**config.mk**
```make
export PLATFORM = sky130hd
export DESIGN_NAME = acs_butterfly_serial
export DESIGN_NICKNAME = d
export VERILOG_FILES = /design/src/rtl/acs_butterfly_serial.sv
export SDC_FILE = /design/constraint.sdc
export NUM_CORES = 1
export LEC_CHECK = 0
export ABC_CLOCK_PERIOD_IN_PS = 9200
export BUFFER_PORTS_ARGS = -buffer_cell sky130_fd_sc_hd__buf_2
export CORE_MARGIN = 1
export CORE_UTILIZATION = 55
export DETAILED_ROUTE_END_ITERATION = 7
export PLACE_DENSITY = 0.84
export SETUP_SLACK_MARGIN = 0.02
export SLEW_MARGIN = 20
export SYNTH_ARGS = -nofsm -noshare
export SYNTH_HDL_FRONTEND = slang
export SYNTH_SLANG_ARGS = --single-unit
```
**constraint.sdc**
```tcl
create_clock -name clk -period 9.2 [get_ports clk]
set_input_delay 0.46 -clock clk [delete_from_list [all_inputs] [get_ports clk]]
set_output_delay 0.46 -clock clk [all_outputs]
set_load 0.02 [all_outputs]
```
**src/rtl/acs_butterfly_serial.sv**
```systemverilog
module acs_butterfly_serial #(
  parameter int PM_W  = 10,
  parameter int BM_W  = 6,
  parameter int K     = 5,
  parameter int LANES = 2
) (
  input  logic                       clk,
  input  logic                       rst_n,
  input  logic                       bm_valid,
  input  logic [LANES*4*BM_W-1:0]    bm_in,
  output logic [(1<<(K-1))*PM_W-1:0] pm_out,
  output logic [(1<<(K-1))-1:0]      dec_out,
  output logic                       stage_done
);

  localparam int NS    = 1 << (K-1);
  localparam int HALF  = NS / 2;
  localparam int BEATS = HALF / LANES;
  localparam int CW    = (BEATS > 1) ? $clog2(BEATS) : 1;
  localparam int SW    = $clog2(NS);
  localparam logic [PM_W-1:0] INIT_BIG = PM_W'(1) << (PM_W-2);

  logic [PM_W-1:0] pm_q    [NS];
  logic [PM_W-1:0] stage_q [NS];
  logic [PM_W-1:0] merged  [NS];
  logic [PM_W-1:0] normed  [NS];
  logic [NS-1:0]   dec_acc, merged_dec, dec_q;
  logic [CW-1:0]   beat_q;
  logic            done_q, all_msb;

  logic [SW-2:0]   lane_j  [LANES];
  logic [PM_W-1:0] lane_pe [LANES];
  logic [PM_W-1:0] lane_po [LANES];
  logic            lane_de [LANES];
  logic            lane_do [LANES];

  for (genvar l = 0; l < LANES; l++) begin : g_lane
    logic [PM_W-1:0] src_lo, src_hi, bm0, bm1, bm2, bm3;
    logic [PM_W-1:0] c_lo_e, c_hi_e, c_lo_o, c_hi_o;
    assign lane_j[l] = (SW-1)'(int'(beat_q) * LANES + l);
    assign src_lo = pm_q[{1'b0, lane_j[l]}];
    assign src_hi = pm_q[{1'b1, lane_j[l]}];
    assign bm0 = PM_W'(bm_in[(l*4+0)*BM_W +: BM_W]);
    assign bm1 = PM_W'(bm_in[(l*4+1)*BM_W +: BM_W]);
    assign bm2 = PM_W'(bm_in[(l*4+2)*BM_W +: BM_W]);
    assign bm3 = PM_W'(bm_in[(l*4+3)*BM_W +: BM_W]);
    assign c_lo_e = src_lo + bm0;
    assign c_hi_e = src_hi + bm1;
    assign c_lo_o = src_lo + bm2;
    assign c_hi_o = src_hi + bm3;
    assign lane_de[l] = c_hi_e < c_lo_e;
    assign lane_do[l] = c_hi_o < c_lo_o;
    assign lane_pe[l] = lane_de[l] ? c_hi_e : c_lo_e;
    assign lane_po[l] = lane_do[l] ? c_hi_o : c_lo_o;
  end

  always_comb begin
    merged     = stage_q;
    merged_dec = dec_acc;
    for (int l = 0; l < LANES; l++) begin
      merged[{lane_j[l], 1'b0}]     = lane_pe[l];
      merged[{lane_j[l], 1'b1}]     = lane_po[l];
      merged_dec[{lane_j[l], 1'b0}] = lane_de[l];
      merged_dec[{lane_j[l], 1'b1}] = lane_do[l];
    end
    all_msb = 1'b1;
    for (int s = 0; s < NS; s++) all_msb = all_msb & merged[s][PM_W-1];
    for (int s = 0; s < NS; s++) begin
      normed[s] = merged[s];
      if (all_msb) normed[s][PM_W-1] = 1'b0;
    end
  end

  always_ff @(posedge clk) begin
    if (!rst_n) begin
      for (int s = 0; s < NS; s++) begin
        pm_q[s]    <= (s == 0) ? '0 : INIT_BIG;
        stage_q[s] <= '0;
      end
      dec_acc <= '0;
      dec_q   <= '0;
      beat_q  <= '0;
      done_q  <= 1'b0;
    end else begin
      done_q <= 1'b0;
      if (bm_valid) begin
        stage_q <= merged;
        dec_acc <= merged_dec;
        if (int'(beat_q) == BEATS-1) begin
          beat_q <= '0;
          pm_q   <= normed;
          dec_q  <= merged_dec;
          done_q <= 1'b1;
        end else begin
          beat_q <= beat_q + 1'b1;
        end
      end
    end
  end

  for (genvar s = 0; s < NS; s++) begin : g_out
    assign pm_out[s*PM_W +: PM_W] = pm_q[s];
  end
  assign dec_out    = dec_q;
  assign stage_done = done_q;

  logic [NS-1:0] out_msb;
  for (genvar s = 0; s < NS; s++) begin : g_msb
    assign out_msb[s] = pm_out[s*PM_W + PM_W-1];
  end

  p_pulse_single_r5: assert property (@(posedge clk) disable iff (!rst_n)
    stage_done |=> !stage_done);
  p_hold_outputs_r5: assert property (@(posedge clk) disable iff (!rst_n)
    !stage_done |-> ($stable(pm_out) && $stable(dec_out)));
  p_norm_applied_r6: assert property (@(posedge clk) disable iff (!rst_n)
    stage_done |-> !(&out_msb));
  p_idle_ignored_r7: assert property (@(posedge clk) disable iff (!rst_n)
    !bm_valid |=> ($stable(beat_q) && !stage_done));
  p_done_after_beat_r2: assert property (@(posedge clk) disable iff (!rst_n)
    stage_done |-> ($past(bm_valid) && int'($past(beat_q)) == BEATS-1));

endmodule

```
==> flow_metrics.tcl <==
set metrics [dict create \
    drive_gt1_frac 0.1892 \
    power_density_nw_per_um2 183.9 \
    port_buffers 227 \
    root_buffer "clkbuf_16" \
    leakagePower_uw 0.007887 \
    worst_ep_arrival_time_ns 7.02 \
    routedWlPerCell_um 20.91 \
    synthesis.area_sq_um 16380 \
    cp_top_family "compound AO/OA/AOI/OAI gates" \
    placed_area_sq_um 17590 \
    maxSlewViolCount 0 \
    ys_async_sr_fraction 0 \
    ys_types 72 \
    num-fill-cells 2339 \
    min_path_type "in2reg" \
    p_int_uw 2443 \
    vias 15030 \
    cts_setup_buffers 0 \
    cts_hold_buf 0 \
    swShare 0.2934 \
    p_sw_uw 1014 \
    synthCells 1889 \
    drtIter0Drc 1542 \
    cts_made_buffers 35 \
    synth-edff-count 0 \
    critPathKind "reg2reg" \
    yosys_warnings 0 \
    synth_seq_area_share 0.3851 \
    rsz0062_at_grt "false" \
    worstHoldStart "rst_n" \
    place_hpwl_um 35480 \
    cts_max_level 2 \
    hold_depth 2 \
    skew_ns 0.02687 \
    die_w_um 174.6 \
    synth_fa_ha_area_frac 0.07702 \
    clk_latency_ns 0.53 \
    syn2layout_area_growth_pct 14.78 \
    whs_ns 0.3502 \
    ff2ff_path_depth 23 \
    worstMarginPinSlew_ns 1.163 \
    crit_path_max_incr_delay_ns 0.97 \
    synth-compound-area-share 0.2071 \
    synth_top_family_by_area "compound AO/OA/AOI/OAI gates" \
    ys_seq_elements 315 \
    cts_tree "built" \
    rows 62 \
    cts_resized 0 \
    ant_nets 0 \
    synth.net_count 2036 \
    worstPathRequired_ns 9.58 \
    cp_slowest_cell "dfxtp_4" \
    synth.avg_cell_area_sq_um 8.669 \
    reg2reg_setup_slack_ns 2.55 \
    r2r_end "pm_out[119]$_SDFFE_PN0P_" \
    seq_power_share 0.420 \
    power_frac_comb 0.169 \
    grt_pass1_vias 14000 \
    maxCapViolCount 0 \
    grt_antenna_before_repair 0 \
    avgViaCountPerCell 6.146 \
    power_uw 3457 \
    grt_pass1_wl_um 78070 \
    clk_path_buf_depth 3 \
    setup_violations 0 \
    wl_um 51150 \
    utilization 0.6478 \
    timing.final.crit_share 0.7225 \
    pin_count 228 \
    critPathCaptureType "register" \
    fin_crit_ns 6.647 \
    die_area_sq_um 30470 \
    synthSimpleGateAreaFrac 0.1501 \
    drc_errors 0 \
    crit_fanout 44 \
    clock.fmax_mhz 150.4 \
    crit_path_start_kind "register" \
    nets 2183 \
    finalHoldViolations 0 \
    grt_usage 0.3277 \
    fp.coreArea_sq_um 29010 \
    clock-sinks 315 \
    layout_common_cells "nand2_1, dfxtp_1, o21ai_0" \
    clkPwrFrac 0.411 \
    tns_ns 0 \
    path_cells "mux4_2 > ha_1 > inv_1 > fa_1 > nor2b_1 > o21ai_0 > nand2b_1 > a21o_1 > a21oi_1 > nor2_1 > xnor2_1 > inv_1 > ha_1 > a2111oi_0 > o21ai_1 > o21ai_0 > a31oi_4 > nand3_2 > nand3_1 > o21ai_0 > nand3_4 > nor3_4 > o31ai_1" \
    gr-total-overflow 0 \
    clk_pin_slew_worst_paths_ns 0.06 \
    finalInstanceArea_sq_um 18800 \
    start_util 0.5644 \
    grt_max_degree 101 \
    vdd_ir_drop_max_mv 0.1451 \
    layout_commonest_cell "nand2_1" \
    synthXorXnorAreaFrac 0.03232 \
    reg2reg_from "beat_q[0]$_SDFFE_PN0P_" \
    slew_headroom 0.2023 \
    cpMostUsedCell "o21ai_0" \
    crit_buf_inv 2 \
    hold_end "stage_q[48]$_SDFFE_PN0P_" \
    synthMuxAreaShare 0.1019 \
    drt_pass1_iterations 6 \
    routabilityCongestion 0.9558 \
    status "complete, no violations" \
    synth_top_flop_cell "dfxtp_1" \
    fp.dieH_um 174.6 \
]
-- per-layer routing --
layer,up-vias,wire (um),global-route usage,part of all wire
li1,6899,-,-,-
met1,7190,20820,0.4483,0.41
met2,836,23130,0.5134,0.45
met3,107,5691,0.06955,0.11
met4,0,1506,0.1098,0.029
met5,-,0,0,0
-- worst reg2reg max path, cell delays in order, from the launching register on --
cell and delay [ns]:
dfxtp_4 0.97, mux4_2 0.67, ha_1 0.22, inv_1 0.08
fa_1 0.22, nor2b_1 0.08, o21ai_0 0.17, nand2b_1 0.11
a21o_1 0.20, a21oi_1 0.28, nor2_1 0.10, xnor2_1 0.21
inv_1 0.07, ha_1 0.21, a2111oi_0 0.88, o21ai_1 0.13
o21ai_0 0.20, a31oi_4 0.21, nand3_2 0.29, nand3_1 0.09
o21ai_0 0.24, nand3_4 0.15, nor3_4 0.58, o31ai_1 0.15
-- power groups by stage --
stage          Sequential [uW]  Combinational [uW]  Clock [uW]
2_1_floorplan             1470                 403           0
3_3_place_gp              1480                 540           0
3_5_place_dp              1480                 557           0
4_1_cts                   1450                 563        1420
5_1_grt                   1460                 623        1480
6_report                  1450                 584        1420
-- sequential cells by signal, indices dropped and copies added, names as in the netlist --
signal      cells
stage_done      1
dec_acc        12
pm_out        160
dec_out        16
beat_q          2
stage_q       124
-- kinds of logic after synthesis --
group | after synthesis
AOI/OAI and AO/OA | 536
xor gates and xnor gates | 57
adders and majority gates | 96
buffers and inverters | 188
DFF | 315
muxes | 113
and+or+nand+nor | 584
-- worst max-delay path by stage --
| stage | start | endpoint | cells past startpoint |
|---|---|---|---|
| floorplan | beat_q[0]$_SDFFE_PN0P_ | pm_out[79]$_SDFFE_PN0P_ | 24 |
| global placement | beat_q[0]$_SDFFE_PN0P_ | pm_out[119]$_SDFFE_PN0P_ | 23 |
| detailed placement | beat_q[0]$_SDFFE_PN0P_ | pm_out[119]$_SDFFE_PN0P_ | 18 |
| CTS | beat_q[0]$_SDFFE_PN0P_ | pm_out[119]$_SDFFE_PN0P_ | 19 |
| global route | beat_q[0]$_SDFFE_PN0P_ | pm_out[59]$_SDFFE_PN0P_ | 23 |
| finish | beat_q[0]$_SDFFE_PN0P_ | pm_out[119]$_SDFFE_PN0P_ | 23 |
-- layout make-up --
type	count	area (sq um)	area share
clock buffer	53	1045	0.05559
multi-input combinational	1386	9366	0.4983
clock inverter	9	117.6	0.006258
antenna	1	2.502	0.0001331
tap	384	480.5	0.02556
inverter	58	219.0	0.01165
timing repair buffer	240	1254	0.06670
sequential	315	6311	0.3358
-- per-stage QoR --
step / instances / setup slack [ns]
2_1_floorplan: 1889 / 3.462
3_3_place_gp: 2382 / 2.854
5_1_grt: 2445 / 2.001
6_report: 2446 / 2.553
4_1_cts: 2444 / 2.696
3_5_place_dp: 2382 / 2.748
-- synth_stat cells (11+ instances only) --
cell type,number,area share
o22a_1,12,0.0064
xor2_1,25,0.013
nor2_1,173,0.040
inv_1,57,0.013
o21ai_0,235,0.072
buf_1,15,0.0034
mux4_2,36,0.050
mux2i_1,66,0.040
dfxtp_1,315,0.39
clkbuf_1,105,0.024
o21a_1,12,0.0055
a21o_1,28,0.013
a21oi_1,74,0.023
nor2b_1,21,0.0080
ha_1,88,0.067
a211oi_1,94,0.043
and2_1,19,0.0073
xnor2_1,28,0.015
nor3_1,16,0.0049
o21ai_1,12,0.0037
nand2_1,316,0.072
nand2b_1,11,0.0042
Power figures use the tool's default switching activity.
